### src/rtl/fpr_pkg.sv
package fpr_pkg;
  typedef enum logic [2:0] {
    IDX_NONE = 3'd0,
    IDX_CMD  = 3'd1,
    IDX_MASK = 3'd2,
    IDX_BDET = 3'd3,
    IDX_OMBX = 3'd4,
    IDX_THR  = 3'd5,
    IDX_IMBX = 3'd6,
    IDX_RSV  = 3'd7
  } idx_e;

  typedef struct packed {
    logic wr;
    logic rd;
    idx_e idx;
  } reg_acc_t;

  localparam logic [7:0] CMD_CLR  = 8'h80;
  localparam logic [7:0] CMD_SWAP = 8'h40;
  localparam logic [7:0] CMD_OWN  = 8'h00;
  localparam int unsigned N_MSK   = 7;
endpackage

### src/rtl/fpr_ptr_ctrl.sv
module fpr_ptr_ctrl import fpr_pkg::*; (
  input  logic       clk_i,
  input  logic       rst_ni,
  input  logic       sel_wr_i,
  input  logic       sel_rd_i,
  input  logic [2:0] ptr_i,
  output reg_acc_t   acc_o,
  output logic       stat_rd_o
);
  logic armed_q;
  idx_e idx_q;
  logic ptr_wr, idx_done;

  assign ptr_wr    = !armed_q && sel_wr_i;
  assign idx_done  = armed_q && (sel_wr_i || sel_rd_i);
  assign stat_rd_o = !armed_q && sel_rd_i && !sel_wr_i;
  assign acc_o.wr  = armed_q && sel_wr_i;
  assign acc_o.rd  = armed_q && sel_rd_i && !sel_wr_i;
  assign acc_o.idx = idx_q;

  always_ff @(posedge clk_i or negedge rst_ni) begin
    if (!rst_ni) begin
      armed_q <= 1'b0;
      idx_q   <= IDX_NONE;
    end else if (ptr_wr) begin
      armed_q <= 1'b1;
      idx_q   <= idx_e'(ptr_i);
    end else if (idx_done) begin
      armed_q <= 1'b0;
      idx_q   <= IDX_NONE;
    end
  end


  ptr_arm_chk: assert property (@(posedge clk_i) disable iff (!rst_ni)
    ptr_wr |=> armed_q);

  ptr_oneshot_chk: assert property (@(posedge clk_i) disable iff (!rst_ni)
    idx_done |=> !armed_q);

  ptr_hold_chk: assert property (@(posedge clk_i) disable iff (!rst_ni)
    (!sel_wr_i && !sel_rd_i) |=> $stable(armed_q) && $stable(idx_q));
endmodule

### src/rtl/fpr_mbox.sv
module fpr_mbox (
  input  logic       clk_i,
  input  logic       rst_ni,
  input  logic       clr_i,
  input  logic       host_out_wr_i,
  input  logic [7:0] wdata_i,
  input  logic       brd_out_rd_i,
  input  logic       brd_in_wr_i,
  input  logic [7:0] brd_in_data_i,
  input  logic       host_in_rd_i,
  output logic [7:0] out_mbox_o,
  output logic [7:0] in_mbox_o,
  output logic       in_full_o
);
  logic [7:0] out_q, in_q;
  logic       full_q;

  always_ff @(posedge clk_i or negedge rst_ni) begin
    if (!rst_ni)             out_q <= '0;
    else if (clr_i)          out_q <= '0;
    else if (host_out_wr_i)  out_q <= wdata_i;
    else if (brd_out_rd_i)   out_q <= '0;
  end

  always_ff @(posedge clk_i or negedge rst_ni) begin
    if (!rst_ni) begin
      in_q   <= '0;
      full_q <= 1'b0;
    end else if (clr_i) begin
      in_q   <= '0;
      full_q <= 1'b0;
    end else if (brd_in_wr_i) begin
      in_q   <= brd_in_data_i;
      full_q <= 1'b1;
    end else if (host_in_rd_i) begin
      full_q <= 1'b0;
    end
  end

  assign out_mbox_o = out_q;
  assign in_mbox_o  = in_q;
  assign in_full_o  = full_q;


  ombx_consume_chk: assert property (@(posedge clk_i) disable iff (!rst_ni)
    (brd_out_rd_i && !host_out_wr_i && !clr_i) |=> (out_q == 8'h00));

  imbx_fill_chk: assert property (@(posedge clk_i) disable iff (!rst_ni)
    (brd_in_wr_i && !clr_i) |=> full_q);

  mbx_clear_chk: assert property (@(posedge clk_i) disable iff (!rst_ni)
    clr_i |=> (!full_q && out_q == 8'h00));
endmodule

### src/rtl/fpr_status.sv
module fpr_status import fpr_pkg::*; #(
  parameter  int unsigned DEPTH     = 512,
  parameter  int unsigned THR_SHIFT = 5,
  localparam int unsigned LVL_W     = $clog2(DEPTH + 1),
  localparam int unsigned SW        = LVL_W + THR_SHIFT + 5
) (
  input  logic             clk_i,
  input  logic             rst_ni,
  input  logic [LVL_W-1:0] out_level_i,
  input  logic [LVL_W-1:0] in_level_i,
  input  logic [7:0]       in_head_i,
  input  logic             frame_err_i,
  input  logic [7:0]       peer_status_i,
  input  logic [7:0]       bdet_i,
  input  logic [7:0]       thr_i,
  input  logic [N_MSK-1:0] mask_i,
  input  logic             in_full_i,
  input  logic             swap_i,
  input  logic             stat_rd_i,
  input  logic             set_flag_i,
  output logic [7:0]       stat_o,
  output logic             irq_o
);
  logic             flag_q;
  logic [N_MSK-1:0] own, hit;
  logic [SW-1:0]    af_sum, ae_lim;

  assign af_sum = SW'(out_level_i) + (SW'(thr_i[7:4]) << THR_SHIFT);
  assign ae_lim = SW'(thr_i[3:0]) << THR_SHIFT;

  assign own[6] = SW'(out_level_i) >= SW'(DEPTH);
  assign own[5] = in_level_i == '0;
  assign own[4] = af_sum >= SW'(DEPTH);
  assign own[3] = SW'(in_level_i) <= ae_lim;
  assign own[2] = in_full_i;
  assign own[1] = (in_level_i != '0) && (in_head_i == bdet_i);
  assign own[0] = frame_err_i;

  for (genvar b = 0; b < N_MSK; b++) begin : g_hit
    assign hit[b] = own[b] & mask_i[b];
  end

  always_ff @(posedge clk_i or negedge rst_ni) begin
    if (!rst_ni)         flag_q <= 1'b1;
    else if (set_flag_i) flag_q <= 1'b1;
    else if (stat_rd_i)  flag_q <= 1'b0;
  end

  assign stat_o = swap_i ? peer_status_i : {flag_q, own};
  assign irq_o  = flag_q | (|hit);


  flag_clear_chk: assert property (@(posedge clk_i) disable iff (!rst_ni)
    (stat_rd_i && !set_flag_i) |=> !flag_q);

  flag_set_chk: assert property (@(posedge clk_i) disable iff (!rst_ni)
    set_flag_i |=> flag_q);

  flag_irq_chk: assert property (@(posedge clk_i) disable iff (!rst_ni)
    flag_q |-> irq_o);
endmodule

### src/rtl/fifo_ptr_regs.sv
module fifo_ptr_regs import fpr_pkg::*; #(
  parameter  int unsigned ADDR_W    = 3,
  parameter  int unsigned PTR_OFS   = 2,
  parameter  int unsigned DEPTH     = 512,
  parameter  int unsigned THR_SHIFT = 5,
  localparam int unsigned LVL_W     = $clog2(DEPTH + 1)
) (
  input  logic              clk_i,
  input  logic              rst_ni,
  input  logic [ADDR_W-1:0] addr_i,
  input  logic              wr_i,
  input  logic              rd_i,
  input  logic [7:0]        wdata_i,
  output logic [7:0]        rdata_o,
  input  logic [LVL_W-1:0]  out_level_i,
  input  logic [LVL_W-1:0]  in_level_i,
  input  logic [7:0]        in_head_i,
  input  logic              frame_err_i,
  input  logic [7:0]        peer_status_i,
  input  logic              brd_in_wr_i,
  input  logic [7:0]        brd_in_data_i,
  input  logic              brd_out_rd_i,
  output logic [7:0]        brd_out_data_o,
  output logic              fifo_clr_o
  ,output logic             irq_o
);
  logic             sel;
  reg_acc_t         acc;
  logic             stat_rd;
  logic             cmd_wr, clr;
  logic             swap_q;
  logic [N_MSK-1:0] mask_q;
  logic [7:0]       bdet_q, thr_q, stat;
  logic [7:0]       out_mbox, in_mbox;
  logic             in_full;
  logic [7:0]       idx_rd;
  logic             clr_q;

  assign sel    = addr_i == ADDR_W'(PTR_OFS);
  assign cmd_wr = acc.wr && acc.idx == IDX_CMD;
  assign clr    = cmd_wr && wdata_i == CMD_CLR;

  fpr_ptr_ctrl u_ptr (
    .clk_i     (clk_i),
    .rst_ni    (rst_ni),
    .sel_wr_i  (sel && wr_i),
    .sel_rd_i  (sel && rd_i),
    .ptr_i     (wdata_i[2:0]),
    .acc_o     (acc),
    .stat_rd_o (stat_rd)
  );

  fpr_mbox u_mbox (
    .clk_i         (clk_i),
    .rst_ni        (rst_ni),
    .clr_i         (clr),
    .host_out_wr_i (acc.wr && acc.idx == IDX_OMBX),
    .wdata_i       (wdata_i),
    .brd_out_rd_i  (brd_out_rd_i),
    .brd_in_wr_i   (brd_in_wr_i),
    .brd_in_data_i (brd_in_data_i),
    .host_in_rd_i  (acc.rd && acc.idx == IDX_IMBX),
    .out_mbox_o    (out_mbox),
    .in_mbox_o     (in_mbox),
    .in_full_o     (in_full)
  );

  fpr_status #(.DEPTH(DEPTH), .THR_SHIFT(THR_SHIFT)) u_stat (
    .clk_i         (clk_i),
    .rst_ni        (rst_ni),
    .out_level_i   (out_level_i),
    .in_level_i    (in_level_i),
    .in_head_i     (in_head_i),
    .frame_err_i   (frame_err_i),
    .peer_status_i (peer_status_i),
    .bdet_i        (bdet_q),
    .thr_i         (thr_q),
    .mask_i        (mask_q),
    .in_full_i     (in_full),
    .swap_i        (swap_q),
    .stat_rd_i     (stat_rd),
    .set_flag_i    (clr),
    .stat_o        (stat),
    .irq_o         (irq_o)
  );

  always_ff @(posedge clk_i or negedge rst_ni) begin
    if (!rst_ni) begin
      swap_q <= 1'b0;
      mask_q <= '0;
      bdet_q <= '0;
      thr_q  <= '0;
    end else if (acc.wr) begin
      unique case (acc.idx)
        IDX_CMD: begin
          if (wdata_i == CMD_CLR || wdata_i == CMD_OWN) swap_q <= 1'b0;
          else if (wdata_i == CMD_SWAP)                 swap_q <= 1'b1;
        end
        IDX_MASK: mask_q <= wdata_i[N_MSK-1:0];
        IDX_BDET: bdet_q <= wdata_i;
        IDX_THR:  thr_q  <= wdata_i;
        default: ;
      endcase
    end
  end

  always_comb begin
    unique case (acc.idx)
      IDX_CMD:  idx_rd = {1'b0, swap_q, 6'b0};
      IDX_MASK: idx_rd = {1'b0, mask_q};
      IDX_BDET: idx_rd = bdet_q;
      IDX_OMBX: idx_rd = out_mbox;
      IDX_THR:  idx_rd = thr_q;
      IDX_IMBX: idx_rd = in_mbox;
      default:  idx_rd = 8'h00;
    endcase
  end

  always_ff @(posedge clk_i or negedge rst_ni) begin
    if (!rst_ni) begin
      rdata_o <= '0;
      clr_q   <= 1'b0;
    end else begin
      clr_q <= clr;
      if (stat_rd)     rdata_o <= stat;
      else if (acc.rd) rdata_o <= idx_rd;
    end
  end

  assign fifo_clr_o     = clr_q;
  assign brd_out_data_o = out_mbox;


  clr_pulse_chk: assert property (@(posedge clk_i) disable iff (!rst_ni)
    fifo_clr_o |=> !fifo_clr_o);

  rdata_hold_chk: assert property (@(posedge clk_i) disable iff (!rst_ni)
    !sel |=> $stable(rdata_o));

  wr_first_chk: assert property (@(posedge clk_i) disable iff (!rst_ni)
    (sel && wr_i && rd_i) |=> $stable(rdata_o));
endmodule

### config.mk
export PLATFORM = sky130hd
export DESIGN_NAME = fifo_ptr_regs
export DESIGN_NICKNAME = d
export VERILOG_FILES = /design/src/rtl/fpr_pkg.sv /design/src/rtl/fpr_ptr_ctrl.sv /design/src/rtl/fpr_mbox.sv /design/src/rtl/fpr_status.sv /design/src/rtl/fifo_ptr_regs.sv
export SDC_FILE = /design/constraint.sdc
export NUM_CORES = 1
export LEC_CHECK = 0
export BUFFER_PORTS_ARGS = -buffer_cell sky130_fd_sc_hd__clkbuf_2
export CELL_PAD_IN_SITES_DETAIL_PLACEMENT = 0
export CELL_PAD_IN_SITES_GLOBAL_PLACEMENT = 1
export CORE_MARGIN = 2
export CORE_UTILIZATION = 43
export DETAILED_ROUTE_END_ITERATION = 16
export GPL_TIMING_DRIVEN = 0
export PLACE_DENSITY_LB_ADDON = 0.1
export SLEW_MARGIN = 20
export SYNTH_ARGS = -nofsm -noshare
export SYNTH_HDL_FRONTEND = slang
export SYNTH_HIERARCHICAL = 1
export SYNTH_SLANG_ARGS = --single-unit
### constraint.sdc
create_clock -name clk_i -period 5.7 [get_ports clk_i]
set_input_delay 0.285 -clock clk_i [delete_from_list [all_inputs] [get_ports clk_i]]
set_output_delay 0.285 -clock clk_i [all_outputs]
set_load 0.005 [all_outputs]
==> metrics.yaml <==
hold_class: "in2reg"
grt_max_degree: 31
ys.flop_type: "dfrtp_1"
critPathArrivalTime_ns: 2.30
final_common_cell: "clkbuf_2"
drtPass1Iterations: 5
htreeDepth: 2
drt_iter0_drc: 156
ant_nets: 0
cts_buffers: 5
ioPinCount: 80
start_util_pct: 44.0
die_w_um: 89.7
drc_errors: 0
coreArea_um2: 7180
drive_above_1_share_pct: 41.0
final_cell_mix: "clkbuf_2, dfrtp_1, mux2_2, nor2_1"
grt_pass1_wl_mm: 12.4
critPathKind: "reg2out"
setup-tns-final_ns: 0
synth_warnings: 6
fin_crit_ns: 2.58
clk_latency_ns: 0.31
required_ns: 5.41
syn2layout_area_growth_pct: 19.3
dieArea_um2: 8040
syn_inst: 263
vias: 2430
start_kind: "flip-flop"
ys_types: 62
path_clk_slew_ns: 0.11
slew_violations: 0
post-place-ws_ns: 2.96
multi_input_area_um2: 1650
wirelength_mm: 7.87
p_sw_share_pct: 30.3
p_switching_mw: 0.267
fin_ws_ns: 3.12
p_int_mw: 0.614
ctsRootBufferMaster: "clkbuf_8"
track_usage_pct: 20.6
fillers: 671
n_antenna_cell: 0
vias_per_cell: 5.46
synth_nets: 334
slew_headroom_pct: 57.5
place.gp.congestion: 0.790
die_y_um: 89.7
maxCapViolCount: 0
regArea_um2: 1380
avgSynthCellArea_um2: 12.0
seqPwrFrac_pct: 51.6
worstPathMaxFanout: 3
crit_chain: "ha_1, fa_1, a21oi_1, nor3b_1, a211oi_1, o2111ai_1, clkbuf_2"
async_flop_share_pct: 100
combPwrFrac_pct: 23.2
post-dp-hpwl_mm: 6.32
finClkSkew_ns: 0.0101
cp_slowest_cell: "dfrtp_1"
routedWlPerCell_um: 17.7
antenna_found_initial: 0
synth_area_um2: 3160
powerDensity_nw_per_um2: 234
postCtsSetupBuffers: 0
layout_worst_path_cycle_share_pct: 45.4
synth_edf_count: 0
peakVddDrop_mv: 0.129
p_clk_share_pct: 25.2
overflow: 0
final_nets: 416
cts_buffer_depth: 2
synth-seq-cells: 55
tightest_slew_ns: 0.629
rsz0062_at_grt: "no"
slowest_delay_ns: 0.43
max_freq_ghz: 0.387
status: "finished, final reports clean"
cts_sinks: 55
crit_path_end_kind: "output pin"
finalHoldViolations: 0
numPortBuffers: 73
grt_pass1_vias: 2327
leakage_nw: 1.88
seq_area_frac_synth_pct: 43.6
setup_viol: 0
num_rows: 31
cts_tree: "yes"
## flip-flops by register name, summed over array words and instances, names as in the netlist
signal             cells
bdet_q                 8
u_mbox/out_mbox_o      8
u_mbox/in_full_o       1
swap_q                 1
rdata_o                8
thr_q                  8
fifo_clr_o             1
u_ptr/armed_q          1
mask_q                 7
u_ptr/idx_q            3
u_mbox/in_mbox_o       8
u_stat/flag_q          1
## logic make-up after synthesis
logic type               Yosys count  share of synthesized area, %
adder cells (fa/ha/maj)            9                          3.81
buffers and inverters             22                          4.24
AND/OR/NAND/NOR                   65                          14.0
multiplexers                      43                          15.9
XOR/XNOR                           8                          2.22
AO/OA/AOI/OAI                     61                          16.2
flip-flops                        55                          43.6
## timing repair
action | CTS | global route
gates resized for setup | 0 | 0
setup endpoints to repair | 0 | 0
hold endpoints to repair | 24 | 0
hold buffers | 1 | 0
## layout make-up
| type | instances | area share [%] |
|---|---|---|
| multi-input combinational | 186 | 43.7 |
| sequential | 55 | 36.6 |
| timing repair buffer | 75 | 10.6 |
| tap | 99 | 3.29 |
| buffer | 12 | 2.56 |
| clock buffer | 6 | 1.93 |
| inverter | 10 | 0.996 |
| clock inverter | 2 | 0.432 |
## synthesized netlist by cell type (2+ instances only)
| library cell | n | area [um2] |
|---|---|---|
| dfrtp_1 | 54 | 1350 |
| mux2_2 | 17 | 191 |
| nor2_1 | 13 | 48.8 |
| inv_1 | 9 | 33.8 |
| mux2_1 | 9 | 101 |
| mux2i_1 | 9 | 90.1 |
| nand2_1 | 9 | 33.8 |
| a32o_2 | 8 | 90.1 |
| ha_1 | 8 | 100 |
| mux2_4 | 8 | 120 |
| xor2_1 | 8 | 70.1 |
| a222oi_1 | 7 | 70.1 |
| a22oi_1 | 7 | 52.6 |
| o21ai_0 | 7 | 35.0 |
| a21oi_1 | 6 | 30.0 |
| a22o_1 | 6 | 52.6 |
| buf_6 | 6 | 67.6 |
| o21ai_1 | 6 | 30.0 |
| nor2b_1 | 5 | 31.3 |
| nor4_1 | 5 | 31.3 |
| a32o_1 | 3 | 30.0 |
| nand4_1 | 3 | 18.8 |
| nor3b_1 | 3 | 22.5 |
| a211oi_1 | 2 | 15.0 |
| and2b_4 | 2 | 20.0 |
| and4b_1 | 2 | 20.0 |
| buf_2 | 2 | 10.0 |
| clkbuf_1 | 2 | 7.51 |
| nand3_1 | 2 | 10.0 |
| nor3_1 | 2 | 10.0 |
| nor4bb_1 | 2 | 20.0 |
## layer usage
metal	track usage [%]	vias to the layer above	part of all wire (%)
li1	-	1173	-
met1	28.9	1191	47
met2	33.6	58	48
met3	3.02	8	4.0
met4	5.16	0	1.1
met5	0	-	0
## critical path: cells and delay by family, from the launching register on
kind	cells	cell delay (ns)
fa+ha+maj	2	0.65
simple gates	1	0.08
flops	1	0.43
compound gates	3	0.68
buf+inv	1	0.14
## through the flow
stage          utilization, %  instance area, um2  cells  hold WS [ns]  total power, mW
6_report                 52.5                3770    445         0.205            0.881
5_1_grt                  52.5                3770    445         0.219            0.930
4_1_cts                  52.5                3770    445         0.200            0.888
3_5_place_dp             51.1                3670    436         0.255            0.668
2_1_floorplan               -                3160    263       -0.0106            0.583
3_3_place_gp             50.8                3650    435         0.495            0.662
## power by group through the flow
stage / sequential (mW) / combinational [mW] / clock [mW]
2_1_floorplan: 0.453 / 0.130 / 0
3_3_place_gp: 0.461 / 0.201 / 0
3_5_place_dp: 0.463 / 0.205 / 0
4_1_cts: 0.455 / 0.206 / 0.227
5_1_grt: 0.460 / 0.225 / 0.245
6_report: 0.455 / 0.204 / 0.222
## worst paths after layout
path | startpoint | end | slack [ns] | depth (start not counted)
worst max-delay path | thr_q[4]$_DFFE_PN0P_ | irq_o | 3.12 | 7
max in group asynchronous | rst_ni | u_mbox/in_mbox_o[0]$_DFFE_PN0P_ | 4.79 | 3
worst min register to register | rdata_o[2]$_DFFE_PN0P_ | rdata_o[2]$_DFFE_PN0P_ | 0.52 | 2
worst min-delay path | brd_in_data_i[3] | u_mbox/in_mbox_o[3]$_DFFE_PN0P_ | 0.21 | 3
min in group asynchronous | rst_ni | u_ptr/armed_q$_DFFE_PN0P_ | 0.45 | 2
worst max register to register | u_ptr/idx_q[2]$_DFFE_PN0P_ | u_mbox/out_mbox_o[2]$_DFFE_PN0P_ | 3.43 | 7
Note: power is estimated with default switching activity, not from simulation.
